$ cat config.mk
export PLATFORM = sky130hd
export DESIGN_NAME = enc_pass_sched
export DESIGN_NICKNAME = d
export VERILOG_FILES = /design/src/rtl/enc_sched_pkg.sv /design/src/rtl/enc_sched_cfg.sv /design/src/rtl/enc_sched_count.sv /design/src/rtl/enc_sched_dec.sv /design/src/rtl/enc_pass_sched.sv
export SDC_FILE = /design/constraint.sdc
export NUM_CORES = 1
export LEC_CHECK = 0
export ABC_AREA = 1
export BUFFER_PORTS_ARGS = -buffer_cell sky130_fd_sc_hd__buf_2
export CORE_MARGIN = 8
export CORE_UTILIZATION = 60
export CTS_CLUSTER_SIZE = 25
export DETAILED_ROUTE_END_ITERATION = 6
export PLACE_DENSITY = 0.8
export SETUP_SLACK_MARGIN = 0.1
export SYNTH_ARGS = -nofsm -noshare
export SYNTH_HDL_FRONTEND = slang
export SYNTH_SLANG_ARGS = --single-unit
$ cat constraint.sdc
create_clock -name clk -period 13.1 [get_ports clk]
set_clock_uncertainty 0.15 [all_clocks]
set_input_delay 1.965 -clock clk [delete_from_list [all_inputs] [get_ports clk]]
set_output_delay 1.965 -clock clk [all_outputs]
set_load 0.1 [all_outputs]
$ cat src/rtl/enc_sched_pkg.sv
package enc_sched_pkg;
  // Cycles of one full transform pass for log2 size lg.
  function automatic int pass_len(int lg);
    return 2 * (1 << lg) + 45 * lg + 2;
  endfunction

  // Pass cycle in which the first transformed coefficient leaves the pipe.
  function automatic int out_first(int lg);
    return (1 << lg) + 45 * lg;
  endfunction
endpackage

$ cat src/rtl/enc_sched_cfg.sv
module enc_sched_cfg import enc_sched_pkg::*; #(
  parameter int LOGN_MIN = 12,
  parameter int LOGN_MAX = 16,
  parameter int LGW      = 5,
  parameter int LVW      = 5,
  parameter int CW       = 18
) (
  input  logic           clk,
  input  logic           rst_n,
  input  logic           load,
  input  logic           run,
  input  logic [LGW-1:0] cfg_logn,
  input  logic [LVW-1:0] cfg_level,
  output logic [LGW-1:0] logn_q,
  output logic [LVW-1:0] level_q,
  output logic [CW-1:0]  len,
  output logic [CW-1:0]  in_len,
  output logic [CW-1:0]  out_at
);
  logic [LGW-1:0] logn_clamped;

  always_comb begin
    if (cfg_logn < LGW'(LOGN_MIN))      logn_clamped = LGW'(LOGN_MIN);
    else if (cfg_logn > LGW'(LOGN_MAX)) logn_clamped = LGW'(LOGN_MAX);
    else                                logn_clamped = cfg_logn;
  end

  always_ff @(posedge clk) begin
    if (!rst_n) begin
      logn_q  <= LGW'(LOGN_MIN);
      level_q <= '0;
    end else if (load) begin
      logn_q  <= logn_clamped;
      level_q <= cfg_level;
    end
  end

  assign len    = CW'(pass_len(int'(logn_q)));
  assign in_len = CW'(32'd1 << logn_q);
  assign out_at = CW'(out_first(int'(logn_q)));


  cfg_stable_chk: assert property (@(posedge clk) disable iff (!rst_n)
    (run && $past(run)) |-> ($stable(logn_q) && $stable(level_q)));


  logn_range_chk: assert property (@(posedge clk) disable iff (!rst_n)
    run |-> (logn_q >= LGW'(LOGN_MIN) && logn_q <= LGW'(LOGN_MAX)));
endmodule

$ cat src/rtl/enc_sched_count.sv
module enc_sched_count #(
  parameter int CW  = 18,
  parameter int LVW = 5,
  parameter int PW  = 6
) (
  input  logic           clk,
  input  logic           rst_n,
  input  logic           start,
  input  logic [CW-1:0]  len,
  input  logic [LVW-1:0] level_q,
  output logic           accept,
  output logic           busy,
  output logic           done,
  output logic [CW-1:0]  cyc,
  output logic [PW-1:0]  pass,
  output logic [PW-1:0]  last_idx
);
  logic pass_end;

  assign accept   = start && !busy;
  assign last_idx = PW'(level_q) + PW'(1);
  assign pass_end = busy && (cyc == len - CW'(1));

  always_ff @(posedge clk) begin
    if (!rst_n) begin
      busy <= 1'b0;
      done <= 1'b0;
      cyc  <= '0;
      pass <= '0;
    end else begin
      done <= 1'b0;
      if (accept) begin
        busy <= 1'b1;
        cyc  <= '0;
        pass <= '0;
      end else if (pass_end) begin
        cyc <= '0;
        if (pass == last_idx) begin
          busy <= 1'b0;
          done <= 1'b1;
          pass <= '0;
        end else begin
          pass <= pass + PW'(1);
        end
      end else if (busy) begin
        cyc <= cyc + CW'(1);
      end
    end
  end


  done_after_busy_chk: assert property (@(posedge clk) disable iff (!rst_n)
    done |-> (!busy && $past(busy)));


  pass_wrap_chk: assert property (@(posedge clk) disable iff (!rst_n)
    (busy && $past(busy) && cyc == '0) |-> ($past(cyc) == $past(len) - CW'(1)));


  pass_bound_chk: assert property (@(posedge clk) disable iff (!rst_n)
    busy |-> (pass <= last_idx));


  cyc_step_chk: assert property (@(posedge clk) disable iff (!rst_n)
    (busy && $past(busy) && cyc != '0) |-> (cyc == $past(cyc) + CW'(1)));
endmodule

$ cat src/rtl/enc_sched_dec.sv
module enc_sched_dec #(
  parameter int CW = 18,
  parameter int PW = 6
) (
  input  logic          clk,
  input  logic          rst_n,
  input  logic          busy,
  input  logic [CW-1:0] cyc,
  input  logic [PW-1:0] pass,
  input  logic [PW-1:0] last_idx,
  input  logic [CW-1:0] in_len,
  input  logic [CW-1:0] out_at,
  output logic          pass_start,
  output logic          last_pass,
  output logic          stg_in,
  output logic          stg_out,
  output logic          pm_rd_en,
  output logic          wm_rd_en,
  output logic          wm_wr_en,
  output logic [2:0]    xf_start,
  output logic          mac_start,
  output logic          msw_start
);
  logic at_zero;
  logic [CW-1:0] out_end;

  assign at_zero    = busy && (cyc == '0);
  assign out_end    = out_at + in_len;
  assign pass_start = at_zero;
  assign last_pass  = busy && (pass == last_idx);
  assign stg_in     = busy && (cyc < in_len);
  assign stg_out    = busy && (cyc >= out_at) && (cyc < out_end);
  assign pm_rd_en   = at_zero;
  assign wm_rd_en   = stg_in;
  assign wm_wr_en   = busy && (cyc > out_at) && (cyc <= out_end);
  assign mac_start  = busy && (cyc == out_at);
  assign msw_start  = at_zero && (pass != '0);

  for (genvar g = 0; g < 3; g++) begin : g_lane
    assign xf_start[g] = at_zero;
  end


  xf_lanes_chk: assert property (@(posedge clk) disable iff (!rst_n)
    (xf_start != 3'b000) |-> (xf_start == 3'b111 && pass_start));


  msw_data_only_chk: assert property (@(posedge clk) disable iff (!rst_n)
    msw_start |-> (pass != '0 && xf_start == 3'b111));


  wr_follows_out_chk: assert property (@(posedge clk) disable iff (!rst_n)
    stg_out |=> wm_wr_en);


  mac_in_out_chk: assert property (@(posedge clk) disable iff (!rst_n)
    mac_start |-> (stg_out && !wm_wr_en));
endmodule

$ cat src/rtl/enc_pass_sched.sv
module enc_pass_sched import enc_sched_pkg::*; #(
  parameter int LOGN_MIN = 12,
  parameter int LOGN_MAX = 16,
  parameter int LVW      = 5,
  localparam int LGW     = $clog2(LOGN_MAX + 2),
  localparam int CW      = $clog2(pass_len(LOGN_MAX) + 1),
  localparam int PW      = LVW + 1
) (
  input  logic           clk,
  input  logic           rst_n,
  input  logic           start,
  input  logic [LGW-1:0] cfg_logn,
  input  logic [LVW-1:0] cfg_level,
  output logic           busy,
  output logic           done,
  output logic [PW-1:0]  pass_idx,
  output logic [CW-1:0]  cyc_cnt,
  output logic           last_pass,
  output logic           pass_start,
  output logic           stg_in,
  output logic           stg_out,
  output logic           pm_rd_en,
  output logic           wm_rd_en,
  output logic           wm_wr_en,
  output logic [2:0]     xf_start,
  output logic           mac_start,
  output logic           msw_start
);
  logic           accept;
  logic [LGW-1:0] logn_q;
  logic [LVW-1:0] level_q;
  logic [CW-1:0]  len, in_len, out_at;
  logic [PW-1:0]  last_idx;

  enc_sched_cfg #(.LOGN_MIN(LOGN_MIN), .LOGN_MAX(LOGN_MAX), .LGW(LGW),
                  .LVW(LVW), .CW(CW)) cfg_i (
    .clk(clk), .rst_n(rst_n), .load(accept), .run(busy),
    .cfg_logn(cfg_logn), .cfg_level(cfg_level),
    .logn_q(logn_q), .level_q(level_q),
    .len(len), .in_len(in_len), .out_at(out_at));

  enc_sched_count #(.CW(CW), .LVW(LVW), .PW(PW)) cnt_i (
    .clk(clk), .rst_n(rst_n), .start(start), .len(len), .level_q(level_q),
    .accept(accept), .busy(busy), .done(done), .cyc(cyc_cnt),
    .pass(pass_idx), .last_idx(last_idx));

  enc_sched_dec #(.CW(CW), .PW(PW)) dec_i (
    .clk(clk), .rst_n(rst_n), .busy(busy), .cyc(cyc_cnt), .pass(pass_idx),
    .last_idx(last_idx), .in_len(in_len), .out_at(out_at),
    .pass_start(pass_start), .last_pass(last_pass), .stg_in(stg_in),
    .stg_out(stg_out), .pm_rd_en(pm_rd_en), .wm_rd_en(wm_rd_en),
    .wm_wr_en(wm_wr_en), .xf_start(xf_start), .mac_start(mac_start),
    .msw_start(msw_start));
endmodule

==> flow_metrics.tcl, run 1 <==
set metrics [dict create \
    path_clk_slew_ps 70 \
    cp-startpoint "cfg_i.logn_q[2]" \
    synth_top_cells_by_area "ha_1 24%, nand2_1 12%, dfxtp_1 12%" \
    yosys.area.top_type "ha_1" \
    timing.fmax_mhz 114 \
    num_vias 6194 \
    leakage_nw 3.58 \
    dpl_cell_area_sq_mm 0.00649 \
    worstPathMaxFanout 10 \
    antenna_found_initial 0 \
    clkSinkCount 36 \
    nNetsFinal 1125 \
    final_area_sq_mm 0.00659 \
    gr-total-overflow 0 \
    antennaDiodeCount 0 \
    tns_ps 0 \
    final_common_cell "nand2_1" \
    rsz0062_at_grt "false" \
    slew_headroom 0.527 \
    mappedNetlistArea_sq_mm 0.00614 \
    grt_pass1_vias 5990 \
    dp_hpwl_mm 13.9 \
    htreeDepth 2 \
    wl_met2_mm 7.70 \
    port_buffers 50 \
    worst_setup_path_start_kind "flip-flop" \
    cp.required_ps 10980 \
    ctsHoldBuffers 0 \
    top_layer_used "met4" \
    reg2regPathDepth 23 \
    cts_resized 0 \
    grt_pass1_wl_mm 28.1 \
    design.portCount 51 \
    area_delta_synth_final_pct 7.36 \
    worstSetupEndpoint "wm_wr_en" \
    gp_congestion 0.957 \
    synth_top_area_share 0.243 \
    grt_max_degree 20 \
    critPathKind "flip-flop to output pin" \
    drt-total-wl_mm 17.0 \
    fillers 930 \
    cts_buffers 5 \
    core.rowCount 37 \
    maxCapViolCount 0 \
    slowest_delay_ps 600 \
    ant_nets 0 \
    p_per_area_mw_per_mm2 70.6 \
    insertion_delay_ps 290 \
    setup_ws_ps 4310 \
    hold_class "flip-flop to flip-flop" \
    ys_warn_count 0 \
    start_util 0.606 \
    viasPerCell 5.52 \
    die_w_microns 117 \
    endpoint_kind "output pin" \
    wl_met1_mm 7.81 \
    post_cts.repair.setup_buffers 0 \
    r2r_setup_slack_ps 8020 \
    die-area_sq_mm 0.0137 \
    core_area_sq_mm 0.0101 \
    die_y_microns 117 \
    synthCells 939 \
    drive_gt1_frac 0.0922 \
    cts_buffer_depth 2 \
    cp_common_cell "ha_1" \
    finalSetupViolCount 0 \
    vdd_ir_drop_max_uv 61.4 \
    finalCriticalPeriod_ps 8790 \
    slew_violations 0 \
    first_iter_violations 431 \
    yosysUniqueCellTypes 43 \
    arrival_ps 6680 \
    ys_seq_elements 36 \
    drc_errors 0 \
    reg2reg_from "cfg_i.logn_q[2]" \
    hold_viol 0 \
    grt_use_total 0.258 \
    reg2reg_to "cnt_i.pass[1]" \
    outcome "finished clean" \
    dr.pass1.iters 5 \
    utilization 0.650 \
    finalCritPeriodShare 0.671 \
    wire_per_inst_microns 15.1 \
    worst_pin_slew_ps 709 \
    avgSynthCellArea_sq_um 6.54 \
    root_buffer "clkbuf_8" \
    slowest_stage "dfxtp_1" \
    final_cell_mix "198 x nand2_1, 128 x inv_1, 119 x ha_1, 98 x nor2_1, 68 x a21oi_1" \
    seq_area_frac_synth 0.117 \
    cts_tree "built" \
    met3_length_mm 1.01 \
    place_ws_ps 4670 \
]
## cells in the mapped netlist, drive strengths merged
library cell and instances:
nand2 205, inv 136, ha 119, nor2 107, a21oi 68, nand3 66, xor2 41, dfxtp 36
nand4 28, o21ai 25, nor3 21, xnor2 20, buf 10, or2 7, fa 6, nand3b 6
a211oi 5, nor4 5, a21o 4, a31oi 3, nor3b 3, o211ai 3, o21bai 3, o2111ai 2
o21a 2, a21boi 1, and2 1, and3 1, clkbuf 1, conb 1, o22ai 1, o311ai 1
o31ai 1
## cell families (layout without fill, tap and decap cells)
group           count (synthesis)  after routing  synth area share
other cells                     1              3          0.000611
compound gates                119            119             0.107
flops                          36             36             0.117
fa+ha+maj                     125            125             0.262
xor+xnor                       61             61            0.0882
simple gates                  450            450             0.329
buf+inv                       147            193            0.0950
## worst min path at each step
stage	slack (ps)	endpoint	startpoint	cells after the start
after floorplan	320	cfg_i.level_q[3]	cfg_i.level_q[3]	2
after global placement	340	cnt_i.pass[5]	cnt_i.pass[5]	2
after detailed placement	350	cfg_i.level_q[3]	cfg_i.level_q[3]	2
after CTS	360	cfg_i.level_q[3]	cfg_i.level_q[3]	2
after global routing	380	cnt_i.pass[5]	cnt_i.pass[5]	2
final	350	cnt_i.pass[5]	cnt_i.pass[5]	2
## layer usage
layer / up-vias / track usage
met5: - / 0
met4: 0 / 0.0751
met3: 35 / 0.0410
met2: 174 / 0.436
met1: 2795 / 0.329
li1: 3190 / -
## where the power goes
part / leakage (nW) / total (W) / switching [W] / internal, W
clock: 0.0503 / 0.0000868 / 0.0000400 / 0.0000469
sequential: 0.292 / 0.000118 / 0.00000592 / 0.000112
combinational: 3.23 / 0.000260 / 0.000171 / 0.0000890
## critical path: cells and delay by family, from the launching register on
kind	cells	cell delay [ps]
fa+ha+maj	7	2390
compound gates	11	1920
buf+inv	3	570
xor+xnor	3	580
flops	1	600
simple gates	4	300
## state kept, by name, indices dropped and copies added, names as in the netlist
name	count
cnt_i.done	1
cfg_i.logn_q	5
cnt_i.busy	1
cfg_i.level_q	5
cnt_i.cyc	18
cnt_i.pass	6
## through the flow
stage,hold WS [ps],std cells,power [W]
after detailed placement,347,1116,0.000376
final,353,1123,0.000465
after floorplan,319,941,0.000330
after global routing,385,1123,0.000505
after global placement,341,1116,0.000373
after CTS,358,1123,0.000462
## layout make-up
| cell class | instances | area [sq um] | share of cell area |
|---|---|---|---|
| Inverter | 136 | 510 | 0.0774 |
| Timing Repair Buffer | 50 | 250 | 0.0380 |
| Tap cell | 136 | 170 | 0.0258 |
| Multi-Input combinational cell | 758 | 4840 | 0.735 |
| Sequential cell | 36 | 721 | 0.109 |
| Clock buffer | 7 | 96.3 | 0.0146 |
(Power assumes the default switching activity.)
==> run 2: changes to the inputs <==
--- a/config.mk
+++ b/config.mk
@@ -5,13 +5,13 @@
 export SDC_FILE = /design/constraint.sdc
 export NUM_CORES = 1
 export LEC_CHECK = 0
-export ABC_AREA = 1
+export ABC_AREA = 0
 export BUFFER_PORTS_ARGS = -buffer_cell sky130_fd_sc_hd__buf_2
 export CORE_MARGIN = 8
-export CORE_UTILIZATION = 60
+export CORE_UTILIZATION = 56
 export CTS_CLUSTER_SIZE = 25
 export DETAILED_ROUTE_END_ITERATION = 6
-export PLACE_DENSITY = 0.8
+export PLACE_DENSITY = 0.79
 export SETUP_SLACK_MARGIN = 0.1
 export SYNTH_ARGS = -nofsm -noshare
 export SYNTH_HDL_FRONTEND = slang
==> constraint.sdc (replaced) <==
create_clock -name clk -period 7.6 [get_ports clk]
set_clock_uncertainty 0.15 [all_clocks]
set_input_delay 1.14 -clock clk [delete_from_list [all_inputs] [get_ports clk]]
set_output_delay 1.14 -clock clk [all_outputs]
set_load 0.1 [all_outputs]
==> run 2 against run 1 <==
Net effect: the flow now finishes with violations (negative setup slack); combinational power grew 96%; die area is essentially flat; clock power grew 84%; total power grew 87%; routed wire length grew 5.8%; critical path type unchanged; highest routed layer unchanged.
==> flow_metrics.tcl, run 2 <==
set metrics [dict create \
    violations "negative setup slack" \
    p_total_w 0.000868 \
    timing.fmax_mhz 129 \
    start_util 0.565 \
    port_buffers 50 \
    p_per_area_mw_per_mm2 125 \
    rsz0062_at_grt "true" \
    antennaDiodeCount 0 \
    finalCritPeriodShare 1.02 \
    synth_top_area_share 0.260 \
    ys_async_sr_fraction 0 \
    slew_headroom 0.305 \
    insertion_delay_ps 310 \
    design.portCount 51 \
    first_iter_violations 591 \
    ys_seq_elements 36 \
    final_common_cell "ha_1" \
    synth_top_cells_by_area "ha_1 26%, dfxtp_1 13%, xnor2_1 7.3%" \
    mappedNetlistArea_sq_mm 0.00572 \
    root_buffer "clkbuf_8" \
    nNetsFinal 936 \
    multi_input_area_sq_mm 0.00523 \
    grt_pass1_wl_mm 28.1 \
    reg2regPathDepth 19 \
    worstPathMaxFanout 5 \
    yosys.area.top_type "ha_1" \
    largest_register_ffs 18 \
    worst_setup_path_start_kind "flip-flop" \
    maxCapViolCount 0 \
    ys_warn_count 0 \
    hold_viol 0 \
    slew_violations 0 \
    yosysUniqueCellTypes 68 \
    path_clk_slew_ps 80 \
    grt_max_degree 19 \
    synth_edf_count 0 \
    endpoint_kind "output pin" \
    final_area_sq_mm 0.00694 \
    core.rowCount 37 \
    cp.required_ps 6310 \
    worst_pin_slew_ps 1030 \
    grt_use_total 0.260 \
    htreeDepth 2 \
    reg2reg_from "cfg_i.logn_q[3]" \
    area_delta_synth_final_pct 21.3 \
    dr.pass1.iters 5 \
    die-area_sq_mm 0.0137 \
    gp_congestion 0.941 \
    die_w_microns 117 \
    seqCellArea_sq_um 733 \
    fillers 788 \
    vdd_ir_drop_max_uv 80.5 \
    dp_hpwl_mm 13.3 \
    avgSynthCellArea_sq_um 7.86 \
    whs_endpoint "cfg_i.level_q[1]" \
    hp-start "cfg_i.level_q[1]" \
    finalCriticalPeriod_ps 7740 \
    reg2reg_to "cnt_i.cyc[2]" \
    arrival_ps 6450 \
    core_area_sq_mm 0.0101 \
    dpl_cell_area_sq_mm 0.00622 \
    outcome "finished with violations" \
    synth_most_common_cell "ha_1" \
    gr-total-overflow 0 \
    grt_pass1_vias 5727 \
    die_y_microns 117 \
    clkSinkCount 36 \
    top_regs "cnt_i.cyc (18), cnt_i.pass (6)" \
    drive_gt1_frac 0.214 \
    wire_per_inst_microns 19.2 \
    antenna_found_initial 0 \
    num_vias 5844 \
    viasPerCell 6.25 \
    cts_buffers 5 \
    synthCells 728 \
    critPathKind "flip-flop to output pin" \
    hold_class "flip-flop to flip-flop" \
    cts_buffer_depth 2 \
    r2r_setup_slack_ps 1890 \
    final_cell_mix "102 x ha_1, 65 x nand2_1, 54 x nor2_1, 48 x inv_1, 48 x buf_2" \
    seq_area_frac_synth 0.126 \
    synth_common_cells "119 x ha_1, 66 x nand2_1, 54 x nor2_1" \
    finalSetupViolCount 2 \
    leakage_nw 3.29 \
    regMostFlops "cnt_i.cyc" \
    drt-total-wl_mm 18.0 \
    drc_errors 0 \
    ant_nets 0 \
    cts_tree "built" \
    setup_ws_ps -141 \
    synth_ff_type "dfxtp_1" \
    hold_path_depth 2 \
]
run 2: where the power goes:
| group | internal [W] | switching [W] |
|---|---|---|
| Clock | 0.0000842 | 0.0000762 |
| Combinational | 0.000214 | 0.000296 |
| Sequential | 0.000192 | 0.00000664 |
| Total | 0.000490 | 0.000378 |
run 2: worst max path at each step:
stage | to | slack, ps | startpoint
2_1_floorplan | wm_wr_en | 110 | cfg_i.logn_q[2]
3_3_place_gp | wm_wr_en | 180 | cfg_i.logn_q[2]
3_5_place_dp | wm_wr_en | 30 | cfg_i.logn_q[3]
4_1_cts | wm_wr_en | 110 | cfg_i.logn_q[2]
5_1_grt | wm_wr_en | -280 | cfg_i.logn_q[3]
6_report | wm_wr_en | -140 | cfg_i.logn_q[3]
run 2: cells by family (layout without fill, tap and decap cells):
group                    Yosys count  count (layout)  synth area share
AND/OR/NAND/NOR                  257             257             0.228
AO/OA/AOI/OAI                    159             159             0.188
adder cells (fa/ha/maj)          125             125             0.281
XOR/XNOR                          73              73             0.114
buffers and inverters             71             140            0.0505
flip-flops                        36              36             0.126
multiplexers                       6               6            0.0109
other                              1               3          0.000655
run 2: layer usage:
metal / vias to the layer above / GRT usage / routed length [microns]
li1: 2753 / - / -
met1: 2736 / 0.309 / 7220
met2: 271 / 0.440 / 8420
met3: 84 / 0.0385 / 1270
met4: 0 / 0.147 / 1060
met5: - / 0 / 0
run 2: critical path, stage by stage (launching register included):
cell,delay [ps]
dfxtp_4,380
buf_4,140
ha_1,270
ha_1,290
ha_2,180
inv_1,50
fa_2,520
inv_2,60
ha_4,280
o21ai_1,80
o21bai_2,250
a21oi_1,150
xnor2_1,330
ha_1,340
buf_4,150
and3_1,180
a211oi_2,370
o21a_1,250
buf_4,140
xnor2_1,120
ha_1,270
a21o_1,170
a21o_1,180
a21oi_1,170
o21a_1,190
o21ai_4,90
a211oi_4,300
buf_12,210
run 2: layout make-up:
class / count / area share
timing repair buffer: 82 / 0.0750
inverter: 50 / 0.0270
clock inverter: 1 / 0.000721
tap: 136 / 0.0245
multi-input combinational: 623 / 0.753
clock buffer: 7 / 0.0141
sequential: 36 / 0.106
run 2: metrics by stage:
stage | std cells | hold slack [ps] | setup WS (ps) | TNS (ps) | util
2_1_floorplan | 730 | 311 | 110 | 0 | -
3_3_place_gp | 900 | 334 | 184 | 0 | 0.614
4_1_cts | 923 | 371 | 115 | 0 | 0.655
3_5_place_dp | 900 | 360 | 28.7 | 0 | 0.614
6_report | 935 | 374 | -141 | -211 | 0.685
5_1_grt | 935 | 382 | -285 | -494 | 0.685
run 2: timing repair:
action                                  in CTS  in global routing
endpoints found under the setup margin       2                  3
pin swaps                                   25                 41
endpoints found under the hold margin        0                  0
hold buffers                                 0                  0
setup buffers                               15                 12
resized for setup                           29                 35
